$ cat src/rtl/synth_loop_pkg.sv
package synth_loop_pkg;
  localparam int unsigned REF_LO    = 512;
  localparam int unsigned REF_HI    = 1024;
  localparam int unsigned RATIO_W   = 15;
  localparam int unsigned PRE_DIV   = 8;
  localparam int unsigned LOCK_CNT  = 4;
  localparam int unsigned WIDE_LIM  = 2;

  typedef enum logic [2:0] {
    CODE_FRC_DN  = 3'b001,
    CODE_FRC_UP  = 3'b011,
    CODE_FB_HALF = 3'b101,
    CODE_DIV_OUT = 3'b111
  } test_code_e;
endpackage

$ cat src/rtl/synth_ref_div.sv
module synth_ref_div #(
  parameter int unsigned REF_LO = 512,
  parameter int unsigned REF_HI = 1024
) (
  input  logic clk_i,
  input  logic rst_ni,
  input  logic sel_lo_i,
  output logic cmp_o,
  output logic cmp_sq_o
);
  localparam int unsigned CNT_W  = $clog2(REF_HI);
  localparam int unsigned LO_MSB = $clog2(REF_LO) - 1;
  localparam logic [CNT_W-1:0] LIM_LO = CNT_W'(REF_LO - 1);
  localparam logic [CNT_W-1:0] LIM_HI = CNT_W'(REF_HI - 1);

  logic [CNT_W-1:0] cnt_q;
  logic [CNT_W-1:0] lim;
  logic             wrap;

  assign lim  = sel_lo_i ? LIM_LO : LIM_HI;
  assign wrap = (cnt_q >= lim);

  always_ff @(posedge clk_i or negedge rst_ni) begin
    if (!rst_ni) begin
      cnt_q <= '0;
      cmp_o <= 1'b0;
    end else begin
      cnt_q <= wrap ? '0 : cnt_q + 1'b1;
      cmp_o <= wrap;
    end
  end

  assign cmp_sq_o = sel_lo_i ? cnt_q[LO_MSB] : cnt_q[CNT_W-1];


  cmp_single_chk: assert property (@(posedge clk_i) disable iff (!rst_ni)
    cmp_o |=> !cmp_o);
endmodule

$ cat src/rtl/synth_fb_div.sv
module synth_fb_div #(
  parameter int unsigned RATIO_W = 15,
  parameter int unsigned PRE_DIV = 8
) (
  input  logic               clk_i,
  input  logic               rst_ni,
  input  logic               tick_i,
  input  logic [RATIO_W-1:0] ratio_i,
  output logic               fb_o,
  output logic               fb_half_o
);
  localparam int unsigned PRE_W = $clog2(PRE_DIV);
  localparam logic [PRE_W-1:0] PRE_LAST = PRE_W'(PRE_DIV - 1);

  logic [PRE_W-1:0]   pre_q;
  logic [RATIO_W-1:0] n_q;
  logic               pre_tc;
  logic               n_tc;

  assign pre_tc = tick_i && (pre_q == PRE_LAST);
  assign n_tc   = pre_tc && (n_q <= RATIO_W'(1));

  always_ff @(posedge clk_i or negedge rst_ni) begin
    if (!rst_ni) begin
      pre_q     <= '0;
      n_q       <= '0;
      fb_o      <= 1'b0;
      fb_half_o <= 1'b0;
    end else begin
      if (tick_i) pre_q <= (pre_q == PRE_LAST) ? '0 : pre_q + 1'b1;
      if (pre_tc) n_q <= n_tc ? ratio_i : n_q - 1'b1;
      fb_o <= n_tc;
      if (n_tc) fb_half_o <= ~fb_half_o;
    end
  end


  fb_single_chk: assert property (@(posedge clk_i) disable iff (!rst_ni)
    fb_o |=> !fb_o);
endmodule

$ cat src/rtl/synth_pfd.sv
module synth_pfd (
  input  logic clk_i,
  input  logic rst_ni,
  input  logic ref_i,
  input  logic fb_i,
  output logic up_o,
  output logic dn_o
);
  logic up_n, dn_n;

  assign up_n = up_o | ref_i;
  assign dn_n = dn_o | fb_i;

  always_ff @(posedge clk_i or negedge rst_ni) begin
    if (!rst_ni) begin
      up_o <= 1'b0;
      dn_o <= 1'b0;
    end else if (up_n && dn_n) begin
      up_o <= 1'b0;
      dn_o <= 1'b0;
    end else begin
      up_o <= up_n;
      dn_o <= dn_n;
    end
  end


  up_clear_chk: assert property (@(posedge clk_i) disable iff (!rst_ni)
    (up_o && fb_i) |=> !up_o);
endmodule

$ cat src/rtl/synth_lock_det.sv
module synth_lock_det #(
  parameter int unsigned LOCK_CNT = 4,
  parameter int unsigned WIDE_LIM = 2
) (
  input  logic clk_i,
  input  logic rst_ni,
  input  logic cmp_i,
  input  logic up_i,
  input  logic dn_i,
  output logic lock_o
);
  localparam int unsigned RUN_W = $clog2(WIDE_LIM) + 1;
  localparam int unsigned CNT_W = $clog2(LOCK_CNT) + 1;
  localparam logic [RUN_W-1:0] RUN_MAX = RUN_W'(WIDE_LIM - 1);
  localparam logic [CNT_W-1:0] CNT_LAST = CNT_W'(LOCK_CNT - 1);

  logic [RUN_W-1:0] up_run_q, dn_run_q;
  logic [CNT_W-1:0] good_q;
  logic             seen_q;
  logic             wide;

  assign wide = (up_i && up_run_q >= RUN_MAX) || (dn_i && dn_run_q >= RUN_MAX);

  always_ff @(posedge clk_i or negedge rst_ni) begin
    if (!rst_ni) begin
      up_run_q <= '0;
      dn_run_q <= '0;
      good_q   <= '0;
      seen_q   <= 1'b0;
      lock_o   <= 1'b0;
    end else begin
      up_run_q <= !up_i ? '0 : (up_run_q >= RUN_MAX) ? RUN_MAX : up_run_q + 1'b1;
      dn_run_q <= !dn_i ? '0 : (dn_run_q >= RUN_MAX) ? RUN_MAX : dn_run_q + 1'b1;
      if (wide) begin
        lock_o <= 1'b0;
        good_q <= '0;
        seen_q <= 1'b1;
      end else if (cmp_i) begin
        seen_q <= 1'b0;
        if (!seen_q) begin
          if (good_q >= CNT_LAST) lock_o <= 1'b1;
          else                    good_q <= good_q + 1'b1;
        end
      end
    end
  end


  lock_on_cmp_chk: assert property (@(posedge clk_i) disable iff (!rst_ni)
    $rose(lock_o) |-> $past(cmp_i));

  wide_clears_chk: assert property (@(posedge clk_i) disable iff (!rst_ni)
    wide |=> !lock_o);
endmodule

$ cat src/rtl/synth_loop_core.sv
module synth_loop_core
  import synth_loop_pkg::*;
#(
  parameter int unsigned P_REF_LO   = REF_LO,
  parameter int unsigned P_REF_HI   = REF_HI,
  parameter int unsigned P_RATIO_W  = RATIO_W,
  parameter int unsigned P_PRE_DIV  = PRE_DIV,
  parameter int unsigned P_LOCK_CNT = LOCK_CNT,
  parameter int unsigned P_WIDE_LIM = WIDE_LIM
) (
  input  logic                 clk_i,
  input  logic                 rst_ni,
  input  logic                 osc_tick_i,
  input  logic [P_RATIO_W-1:0] ratio_i,
  input  logic                 cp_i,
  input  logic                 pump_off_i,
  input  logic                 test_en_i,
  input  logic [2:0]           mode_i,
  input  logic                 drive_off_i,
  output logic                 pump_up_o,
  output logic                 pump_dn_o,
  output logic                 cur_hi_o,
  output logic                 drive_en_o,
  output logic                 lock_o,
  output logic                 p7_ovr_en_o,
  output logic                 p7_ovr_o,
  output logic                 p6_ovr_en_o,
  output logic                 p6_ovr_o
);
  logic sel_lo_q;
  logic cmp, cmp_sq, fb, fb_half;
  logic pfd_up, pfd_dn, det_lock;
  logic frc_dn, frc_up, rt_half, rt_div;

  always_ff @(posedge clk_i or negedge rst_ni) begin
    if (!rst_ni)         sel_lo_q <= 1'b0;
    else if (!test_en_i) sel_lo_q <= mode_i[0];
  end

  synth_ref_div #(.REF_LO(P_REF_LO), .REF_HI(P_REF_HI)) u_ref (
    .clk_i, .rst_ni, .sel_lo_i(sel_lo_q), .cmp_o(cmp), .cmp_sq_o(cmp_sq));

  synth_fb_div #(.RATIO_W(P_RATIO_W), .PRE_DIV(P_PRE_DIV)) u_fb (
    .clk_i, .rst_ni, .tick_i(osc_tick_i), .ratio_i,
    .fb_o(fb), .fb_half_o(fb_half));

  synth_pfd u_pfd (
    .clk_i, .rst_ni, .ref_i(cmp), .fb_i(fb), .up_o(pfd_up), .dn_o(pfd_dn));

  synth_lock_det #(.LOCK_CNT(P_LOCK_CNT), .WIDE_LIM(P_WIDE_LIM)) u_lock (
    .clk_i, .rst_ni, .cmp_i(cmp), .up_i(pfd_up), .dn_i(pfd_dn), .lock_o(det_lock));

  assign frc_dn  = test_en_i && (mode_i == CODE_FRC_DN);
  assign frc_up  = test_en_i && (mode_i == CODE_FRC_UP);
  assign rt_half = test_en_i && (mode_i == CODE_FB_HALF);
  assign rt_div  = test_en_i && (mode_i == CODE_DIV_OUT);

  always_comb begin
    pump_up_o = 1'b0;
    pump_dn_o = 1'b0;
    if (!pump_off_i) begin
      if (frc_up)      pump_up_o = 1'b1;
      else if (frc_dn) pump_dn_o = 1'b1;
      else begin
        pump_up_o = pfd_up;
        pump_dn_o = pfd_dn;
      end
    end
  end

  assign lock_o      = frc_up | (!frc_dn & det_lock);
  assign cur_hi_o    = cp_i & ~lock_o;
  assign drive_en_o  = ~drive_off_i;
  assign p7_ovr_en_o = rt_half | rt_div;
  assign p7_ovr_o    = rt_div ? cmp_sq : (rt_half & fb_half);
  assign p6_ovr_en_o = rt_div;
  assign p6_ovr_o    = rt_div & fb;


  ratio_hold_chk: assert property (@(posedge clk_i) disable iff (!rst_ni)
    test_en_i |=> $stable(sel_lo_q));
endmodule

$ cat config.mk
export PLATFORM = sky130hd
export DESIGN_NAME = synth_loop_core
export DESIGN_NICKNAME = d
export VERILOG_FILES = /design/src/rtl/synth_loop_pkg.sv /design/src/rtl/synth_ref_div.sv /design/src/rtl/synth_fb_div.sv /design/src/rtl/synth_pfd.sv /design/src/rtl/synth_lock_det.sv /design/src/rtl/synth_loop_core.sv
export SDC_FILE = /design/constraint.sdc
export NUM_CORES = 1
export LEC_CHECK = 0
export BUFFER_PORTS_ARGS = -buffer_cell sky130_fd_sc_hd__buf_2
export CAP_MARGIN = 20
export CORE_ASPECT_RATIO = 0.6
export CORE_MARGIN = 2
export CORE_UTILIZATION = 50
export CTS_CLUSTER_SIZE = 12
export DETAILED_ROUTE_END_ITERATION = 16
export MAX_ROUTING_LAYER = met4
export PLACE_DENSITY = 0.74
export SYNTH_ARGS = -nofsm -noshare
export SYNTH_HDL_FRONTEND = slang
export SYNTH_HIERARCHICAL = 1
export SYNTH_SLANG_ARGS = --single-unit
export TNS_END_PERCENT = 50
$ cat constraint.sdc
create_clock -name clk_i -period 2.14 [get_ports clk_i]
set_input_delay 0.428 -clock clk_i [delete_from_list [all_inputs] [get_ports clk_i]]
set_output_delay 0.428 -clock clk_i [all_outputs]
set_load 0.02 [all_outputs]
==> results of run 1 <==
[per-layer routing]
layer	vias to the layer above	global-route usage
met3	5	0.0489
met1	928	0.326
met5	-	-
met4	0	0.0384
li1	954	-
met2	44	0.313
[state kept, by name, summed over array words and instances, names as in the netlist]
| register | count |
|---|---|
| u_ref/cnt_q | 10 |
| u_fb/fb_o | 1 |
| u_fb/n_q | 15 |
| sel_lo_q | 1 |
| u_fb/fb_half_o | 1 |
| u_lock/good_q | 3 |
| u_ref/cmp_o | 1 |
| u_lock/dn_run_q | 2 |
| u_fb/pre_q | 3 |
| u_pfd/up_o | 1 |
| u_lock/seen_q | 1 |
| u_lock/up_run_q | 2 |
| u_pfd/dn_o | 1 |
| u_lock/lock_o | 1 |
[cell usage after synthesis (all sizes together) (4+ instances only)]
cell type | number | area [um2]
dfrtp | 43 | 1080
inv | 18 | 67.6
a21oi | 11 | 55.1
nor2 | 11 | 43.8
ha | 10 | 125
nand3 | 10 | 50.1
o21ai | 10 | 50.0
mux2 | 7 | 82.6
or3 | 7 | 46.3
or4 | 7 | 60.1
o31ai | 6 | 45.0
clkbuf | 5 | 18.8
nor3 | 5 | 25.0
a32oi | 4 | 35.0
and3 | 4 | 26.3
mux2i | 4 | 40.0
nand2 | 4 | 15.0
nand2b | 4 | 25.0
nor4 | 4 | 25.0
[metrics by stage]
step                      area, um2  power (mW)  worst slack [ps]   util  instances
after CTS                      2820        2.58              25.3  0.621        342
after floorplan                2330        1.60             -81.5      -        224
after detailed placement       2700        1.92             -58.2  0.595        334
after global routing           2840        2.74             -16.0  0.626        343
after global placement         2700        1.88              2.35  0.595        334
final                          2840        2.59              4.22  0.626        343
[how the worst max path moves through the flow]
| stage | cells past startpoint | slack, ps | startpoint | to |
|---|---|---|---|---|
| floorplan | 5 | -80 | u_fb/n_q[5] | u_fb/n_q[13] |
| global placement | 4 | 2 | u_fb/n_q[4] | u_fb/n_q[13] |
| detailed placement | 4 | -60 | u_fb/n_q[10] | u_fb/n_q[13] |
| CTS | 5 | 30 | u_fb/n_q[4] | u_fb/n_q[8] |
| global route | 5 | -20 | u_fb/n_q[4] | u_fb/n_q[8] |
| finish | 5 | 4 | u_fb/n_q[5] | u_fb/n_q[8] |
[power groups by stage]
stage	sequential [mW]	clock (mW)	combinational [mW]
2_1_floorplan	1.11	0	0.489
3_3_place_gp	1.10	0	0.779
3_5_place_dp	1.10	0	0.813
4_1_cts	1.09	0.656	0.834
5_1_grt	1.12	0.689	0.934
6_report	1.10	0.636	0.858
[cell families (layout without fill, tap and decap cells)]
group                    after synthesis  after routing  share of synthesized area
XOR/XNOR                               6              6                     0.0225
multiplexers                          11             11                     0.0525
AND/OR/NAND/NOR                       68             68                      0.184
adder cells (fa/ha/maj)               10             10                     0.0536
buffers and inverters                 26             82                     0.0455
AO/OA/AOI/OAI                         60             60                      0.181
flip-flops                            43             43                      0.461
[timing repair]
action                                  4_1_cts  5_1_grt
hold endpoints to repair                      0        0
pin swaps                                     3        2
setup buffers                                 0        1
endpoints found under the setup margin        1        4
gates resized for setup                       1        3
[final cells by class]
type                       instances  area [um2]  area share
clock buffer                       5        68.8      0.0242
clock inverter                     3        43.8      0.0154
inverter                          19        71.3      0.0251
multi-input combinational        155        1170       0.412
sequential                        43        1080       0.379
tap                               63        78.8      0.0278
timing repair buffer              55         330       0.116
==> reports/metrics.cfg, run 1 <==
[critical_path]
worstPathArrival_ps=2310
worst_r2r_path_depth=5
cpLargestDelayFamily=simple AND/OR/NAND/NOR gates
endpoint_kind=flip-flop
cp_max_fo=6
cp_slowest_cell=or4_4
crit_type=flip-flop to flip-flop
r2r-start=u_fb/n_q[5]
crit_buf_inv=1
critPathMaxStageDelay_ps=560
r2r_end=u_fb/n_q[8]
critPathLaunchType=flip-flop
path_cells=or4_4 -> buf_4 -> or2_2 -> o31a_1 -> a221o_1
reg2reg_slack_ps=4
required_ps=2320

[sta]
slew_headroom=0.637
setup_viol=0
rsz0062_at_grt=true
max_clock_freq_mhz=468
min_period_ps=2140
slew_violations=0
worstMarginPinSlew_ps=544
finalSetupTns_ps=0
final.setup_skew_ps=11.2
period_share=0.998
finalHoldViolations=0
hold_slack_ps=192

[finish]
fillers=413
mostFrequentLayoutCells=43 x dfrtp_1, 33 x buf_2, 22 x buf_4
mostFrequentLayoutCell=dfrtp_1
antenna_cells=0
fin_nets=314
drive_above_1_share=0.300
area_delta_synth_final_pct=21.7

[power_and_ir_drop]
power_frac_clock=0.246
intPower_mw=1.76
ir_drop_mv=0.615
p_per_area_mw_per_mm2=912
p_leak_nw=1.30
pwr-share-seq=0.423
p_comb_frac=0.331
p_switching_mw=0.830
switching_share=0.321

[clocking]
clockRootBuffer=clkbuf_8
ctsHoldBuffers=0
clk_latency_ps=300
cts_tree=done
cts_sinks=43
htree_levels=2
clk_pin_slew_ps=90
clockBufferDepth=2
cts_made_buffers=5

[placement]
portBuffers=33
dp_hpwl_mm=3.78
gp_congestion=0.848

[synthesis]
yosysWarnings=6
synthFlopType=dfrtp_1
synthCells=224
ys_ff_latch=43
syn_avg_cell_area_um2=10.4
ys_async_sr_fraction=1.00
netlist-cell-type-count=57
ys_seq_area_frac=0.461
synth_edf_count=0
synth_nets=259
syn_area_mm2=0.00233

[detailed_routing]
drc=0
wl_met3_um=264
drt-total-wl_mm=5.17
vias=1931
wire_per_inst_um=15.1
met2_length_mm=2.17
top_layer=met4
postRouteAntennaNets=0
firstDrtPassIters=4
via_per_inst=5.63
met1Wirelength_mm=2.69
drt_iter0_drc=137

[global_route]
grt_pass1_vias=1768
grt_overflow=0
track_usage=0.219
grt_pass1_wl_mm=8.62
antenna_found_initial=0
grt_max_degree=44

[outcome]
status=complete, no violations

[floorplan]
core_mm2=0.00454
start_util=0.514
die_y_um=56.9
dieArea_mm2=0.00525
rows=19
die_x_um=92.2
io_pins=34

[min_path]
hp-class=input port to async pin

[job]
drv_cap=0

No activity file was read; power rests on OpenSTA's default activity.
==> run 2, diff against run 1 <==
--- a/config.mk
+++ b/config.mk
@@ -8,12 +8,13 @@
 export BUFFER_PORTS_ARGS = -buffer_cell sky130_fd_sc_hd__buf_2
 export CAP_MARGIN = 20
 export CORE_ASPECT_RATIO = 0.6
-export CORE_MARGIN = 2
+export CORE_MARGIN = 1
 export CORE_UTILIZATION = 50
 export CTS_CLUSTER_SIZE = 12
 export DETAILED_ROUTE_END_ITERATION = 16
 export MAX_ROUTING_LAYER = met4
 export PLACE_DENSITY = 0.74
+export SKIP_CTS_REPAIR_TIMING = 1
 export SYNTH_ARGS = -nofsm -noshare
 export SYNTH_HDL_FRONTEND = slang
 export SYNTH_HIERARCHICAL = 1
==> reports/metrics.cfg, run 2 (synthesis gave the netlist of run 1 again) <==
[finish]
mostFrequentLayoutCells=43 x dfrtp_1, 33 x buf_2, 22 x buf_4
top_register=u_fb/n_q
area_delta_synth_final_pct=22.2
antenna_cells=0  ; unchanged
stdcell_count=341  ; -0.58%
drive_above_1_share=0.317  ; +0.0167
mostFrequentLayoutCell=dfrtp_1
final_util=0.667  ; +0.0414
reg_top3=u_fb/n_q (15), u_ref/cnt_q (10)
fin_nets=315  ; +0.32%
final_area_mm2=0.00285  ; +0.48%
largest_reg_flops=15  ; unchanged

[critical_path]
critPathLaunchType=flip-flop
crit_type=flip-flop to flip-flop
required_ps=2350  ; +30 ps
cp_max_fo=2  ; -4
worstPathArrival_ps=2390  ; +80 ps
endpoint_kind=flip-flop

[job]
drv_cap=0  ; unchanged

[placement]
portBuffers=33  ; unchanged
place_inst=330  ; -1.2%
gp_congestion=0.820  ; -3.3%
dp_hpwl_mm=3.98  ; +5.5%
placed_area_mm2=0.00270  ; about the same

[sta]
min_period_ps=2180  ; +41.1 ps
final.setup_skew_ps=6.10  ; -5.06 ps
slew_headroom=0.647  ; +0.00976
rsz0062_at_grt=true
worstMarginPinSlew_ps=530  ; -14.6 ps
slew_violations=0  ; unchanged
finalHoldViolations=0  ; unchanged
period_share=1.02  ; +0.0192
setup_viol=1  ; +1
max_clock_freq_mhz=459  ; -1.9%
fin_ws_ps=-36.9  ; -41.1 ps

[detailed_routing]
via_per_inst=5.83  ; +3.6%
drc=0  ; unchanged
firstDrtPassIters=4  ; unchanged
drt-total-wl_mm=5.27  ; +1.9%
vias=1989  ; +3.0%
postRouteAntennaNets=0  ; unchanged
wire_per_inst_um=15.4  ; +2.5%
drt_iter0_drc=118  ; -14%

[global_route]
track_usage=0.222  ; +0.00346
grt_pass1_wl_mm=8.09  ; -6.1%
antenna_found_initial=0  ; unchanged
grt_pass1_vias=1689  ; -4.5%
grt_max_degree=24  ; -45%
grt_busiest_layer=met2
met1_usage=0.320  ; -0.00587
use_met2=0.327  ; +0.0139
met3_usage=0.0464  ; -0.00243
grt_overflow=0  ; unchanged

[power_and_ir_drop]
p_total_mw=2.54  ; -1.9%
p_switching_mw=0.870  ; +4.8%
switching_share=0.343  ; +0.0219
p_leak_nw=1.29  ; -1.1%
p_per_area_mw_per_mm2=890  ; -2.4%
intPower_mw=1.67  ; -5.1%
pwr-share-seq=0.441  ; +0.018
ir_drop_mv=0.532  ; -14%
p_comb_frac=0.363  ; +0.032
power_frac_clock=0.195  ; -0.051

[clocking]
clockBufferDepth=2  ; unchanged
cts_tree=done
clockRootBuffer=clkbuf_8
htree_levels=2  ; unchanged
cts_made_buffers=5  ; unchanged
clk_latency_ps=290  ; about the same
cts_sinks=43  ; unchanged
clk_pin_slew_ps=80  ; about the same

[min_path]
hp-class=input port to async pin

[outcome]
violations=setup timing
status=complete, but fails checks

[floorplan]
io_pins=34  ; unchanged
core_mm2=0.00428  ; -5.8%
start_util=0.546  ; +0.0314
die_y_um=54.9  ; -3.5%
rows=18  ; -1
dieArea_mm2=0.00496  ; -5.6%
die_x_um=90.2  ; -2.2%

## run 2: changes by cell type in the layout (fill, tap and decap cells not counted), sizes merged
cell / previous run / this run
clkbuf: 5 / 6
clkinv: 3 / 1
bufinv: 1 / 0
clkinvlp: 0 / 3
## run 2: critical path: stages, from the launching register on
cell      delay, ps
dfrtp_1         400
or4_4           540
or4_4           500
or4_4           500
o221ai_2        160
## run 2: metal layers
metal	wire, um	vias to the layer above	part of all wire
met3	327	0	0.062
li1	-	964	-
met1	2700	965	0.51
met5	0	-	0
met2	2240	60	0.42
met4	0	0	0
## run 2: final cells by class
class                           count  area, um2
Clock buffer                        6       72.6
Clock inverter                      2       12.5
Fill cell                         338       1430
Inverter                           19       75.1
Multi-Input combinational cell    155       1200
Sequential cell                    43       1080
Tap cell                           60       75.1
Timing Repair Buffer               55        330
Timing Repair inverter              1       7.51
## run 2: final timing paths
check | depth (start not counted) | startpoint | endpoint | slack (ps)
worst max-delay path | 4 | u_fb/n_q[9] | u_fb/n_q[13] | -40
worst min-delay path | 1 | rst_ni | u_lock/lock_o | 100
worst max register to register | 4 | u_fb/n_q[9] | u_fb/n_q[13] | -40
min in group clk_i | 3 | ratio_i[7] | u_fb/n_q[7] | 370
max in group asynchronous | 2 | rst_ni | u_fb/pre_q[1] | 1450
worst min register to register | 1 | u_lock/dn_run_q[0] | u_lock/dn_run_q[0] | 460
## run 2: power by group through the flow
| stage | sequential [mW] | clock [mW] | combinational [mW] |
|---|---|---|---|
| 6_report | 1.12 | 0.497 | 0.922 |
| 5_1_grt | 1.14 | 0.545 | 0.995 |
| 4_1_cts | 1.11 | 0.519 | 0.828 |
| 3_5_place_dp | 1.12 | 0 | 0.822 |
| 3_3_place_gp | 1.11 | 0 | 0.789 |
| 2_1_floorplan | 1.11 | 0 | 0.489 |
## run 2: through the flow
stage / setup WS, ps / hold slack (ps) / setup TNS [ps]
4_1_cts: -140 / 115 / -235
3_3_place_gp: -39.2 / 434 / -39.2
5_1_grt: -62.8 / 142 / -108
3_5_place_dp: -141 / 437 / -141
2_1_floorplan: -81.5 / 132 / -81.5
6_report: -36.9 / 103 / -36.9
==> run 3, diff against run 2 <==
--- a/config.mk
+++ b/config.mk
@@ -7,13 +7,12 @@
 export LEC_CHECK = 0
 export BUFFER_PORTS_ARGS = -buffer_cell sky130_fd_sc_hd__buf_2
 export CAP_MARGIN = 20
-export CORE_ASPECT_RATIO = 0.6
-export CORE_MARGIN = 1
+export CORE_MARGIN = 10
 export CORE_UTILIZATION = 50
 export CTS_CLUSTER_SIZE = 12
 export DETAILED_ROUTE_END_ITERATION = 16
 export MAX_ROUTING_LAYER = met4
-export PLACE_DENSITY = 0.74
+export PLACE_DENSITY = 0.71
 export SKIP_CTS_REPAIR_TIMING = 1
 export SYNTH_ARGS = -nofsm -noshare
 export SYNTH_HDL_FRONTEND = slang
==> constraint.sdc (replaced) <==
create_clock -name clk_i -period 2.47 [get_ports clk_i]
set_input_delay 0.494 -clock clk_i [delete_from_list [all_inputs] [get_ports clk_i]]
set_output_delay 0.494 -clock clk_i [all_outputs]
set_load 0.02 [all_outputs]
==> reports/metrics.cfg, run 3 (synthesis gave the netlist of run 1 again) <==
[clocking]
cts_made_buffers=5  ; unchanged
clockRootBuffer=clkbuf_8
cts_sinks=43  ; unchanged
clk_pin_slew_ps=80  ; about the same
cts_tree=done
htree_levels=2  ; unchanged
clockBufferDepth=2  ; unchanged
clk_latency_ps=290  ; about the same

[finish]
fin_nets=297  ; -5.7%
largest_reg_flops=15  ; unchanged
antenna_cells=0  ; unchanged
mostFrequentLayoutCell=dfrtp_1
area_delta_synth_final_pct=16.2
final_area_mm2=0.00271  ; -5.0%
reg_top3=u_fb/n_q (15), u_ref/cnt_q (10)
drive_above_1_share=0.243  ; -0.0734
top_register=u_fb/n_q
mostFrequentLayoutCells=43 x dfrtp_1, 33 x buf_2, 18 x inv_1

[critical_path]
endpoint_kind=flip-flop
crit_type=flip-flop to flip-flop
worst-path-stages=4  ; unchanged
crit_buf_inv=0  ; unchanged
cp_max_fo=8  ; +6
cpLargestDelayFamily=simple AND/OR/NAND/NOR gates
required_ps=2680  ; +330 ps
crit_top_cell=or4_4
reg2reg_slack_ps=210  ; +250 ps
r2r_end=u_fb/n_q[13]
critPathLaunchType=flip-flop
path_cells=or4_4 -> or4_4 -> or4_1 -> o221ai_1
critPathMaxStageDelay_ps=580  ; +40 ps
worst_r2r_path_depth=4  ; unchanged
cp_slowest_cell=or4_4
r2r-start=u_fb/n_q[4]
worstPathArrival_ps=2470  ; +80 ps

[floorplan]
rows=24  ; +6
die_y_um=88.3  ; +61%
core_mm2=0.00444  ; +3.9%
die_x_um=88.3  ; -2.1%
start_util=0.525  ; -0.0203
io_pins=34  ; unchanged
dieArea_mm2=0.00780  ; +57%

[power_and_ir_drop]
p_switching_mw=0.661  ; -24%
p_comb_frac=0.249  ; -0.114
p_per_area_mw_per_mm2=800  ; -10%
ir_drop_mv=0.520  ; -2.2%
switching_share=0.304  ; -0.0384
power_frac_clock=0.296  ; +0.101
p_leak_nw=1.22  ; -5.1%
intPower_mw=1.51  ; -9.5%
pwr-share-seq=0.455  ; +0.014
p_total_mw=2.17  ; -15%

[sta]
setup_viol=0  ; -1
period_share=0.913  ; -0.104
finalHoldViolations=0  ; unchanged
max_clock_freq_mhz=443  ; -3.5%
rsz0062_at_grt=false
worstMarginPinSlew_ps=621  ; +91.2 ps
final.setup_skew_ps=7.88  ; +1.78 ps
slew_headroom=0.583  ; -0.0644
min_period_ps=2260  ; +79.0 ps
hold_slack_ps=131  ; +27.5 ps
slew_violations=0  ; unchanged
finalSetupTns_ps=0  ; +36.9 ps

[global_route]
use_met2=0.212  ; -0.115
met1_usage=0.173  ; -0.147
grt_pass1_vias=1845  ; +9.2%
antenna_found_initial=0  ; unchanged
grt_overflow=0  ; unchanged
met3_usage=0.0423  ; -0.00417
grt_busiest_layer=met2
track_usage=0.139  ; -0.0836
grt_max_degree=25  ; +4.2%
grt_pass1_wl_mm=8.52  ; +5.3%

[job]
drv_cap=0  ; unchanged

[outcome]
status=complete, no violations

[placement]
dp_hpwl_mm=3.70  ; -7.1%
placed_area_mm2=0.00258  ; -4.5%
gp_congestion=0.794  ; -3.1%
portBuffers=33  ; unchanged

[detailed_routing]
drt_iter0_drc=100  ; -15%
firstDrtPassIters=4  ; unchanged
via_per_inst=5.84  ; +0.20%
vias=1841  ; -7.4%
postRouteAntennaNets=0  ; unchanged
wire_per_inst_um=15.6  ; +1.2%
drt-total-wl_mm=4.92  ; -6.5%
drc=0  ; unchanged

[min_path]
hp-class=input port to async pin

run 3: stage by stage:
step	setup WS, ps	instances	util
finish	214	315	0.610
global route	150	315	0.610
CTS	226	315	0.610
detailed placement	224	307	0.581
global placement	260	307	0.581
floorplan	229	224	-
run 3: worst max path at each step:
stage          slack (ps)        start      endpoint
2_1_floorplan         230  u_fb/n_q[5]  u_fb/n_q[13]
3_3_place_gp          260  u_fb/n_q[4]  u_fb/n_q[13]
3_5_place_dp          220  u_fb/n_q[4]  u_fb/n_q[13]
4_1_cts               230  u_fb/n_q[4]  u_fb/n_q[13]
5_1_grt               150  u_fb/n_q[4]  u_fb/n_q[13]
6_report              210  u_fb/n_q[4]  u_fb/n_q[13]
run 3: area by class of cell:
class,instances,area [um2]
fill,380,1730
inverter,19,71.3
tap,52,65.1
clock buffer,6,72.6
multi-input combinational,155,1160
timing repair buffer,38,203
sequential,43,1080
clock inverter,2,60.1
run 3: routing by layer:
metal	part of all wire	vias up
li1	-	924
met1	0.46	860
met4	0.0091	0
met5	0	-
met2	0.45	52
met3	0.077	5
run 3: power groups by stage:
stage / Combinational, mW / Sequential [mW] / Clock (mW)
floorplan: 0.423 / 0.959 / 0
global placement: 0.524 / 0.986 / 0
detailed placement: 0.537 / 0.995 / 0
CTS: 0.541 / 0.984 / 0.665
global route: 0.615 / 1.01 / 0.696
finish: 0.541 / 0.988 / 0.642
run 3: worst reg2reg max path, cell delays in order (launching register included):
cell	delay, ps
dfrtp_1	410
or4_4	580
or4_4	520
or4_1	510
o221ai_1	160
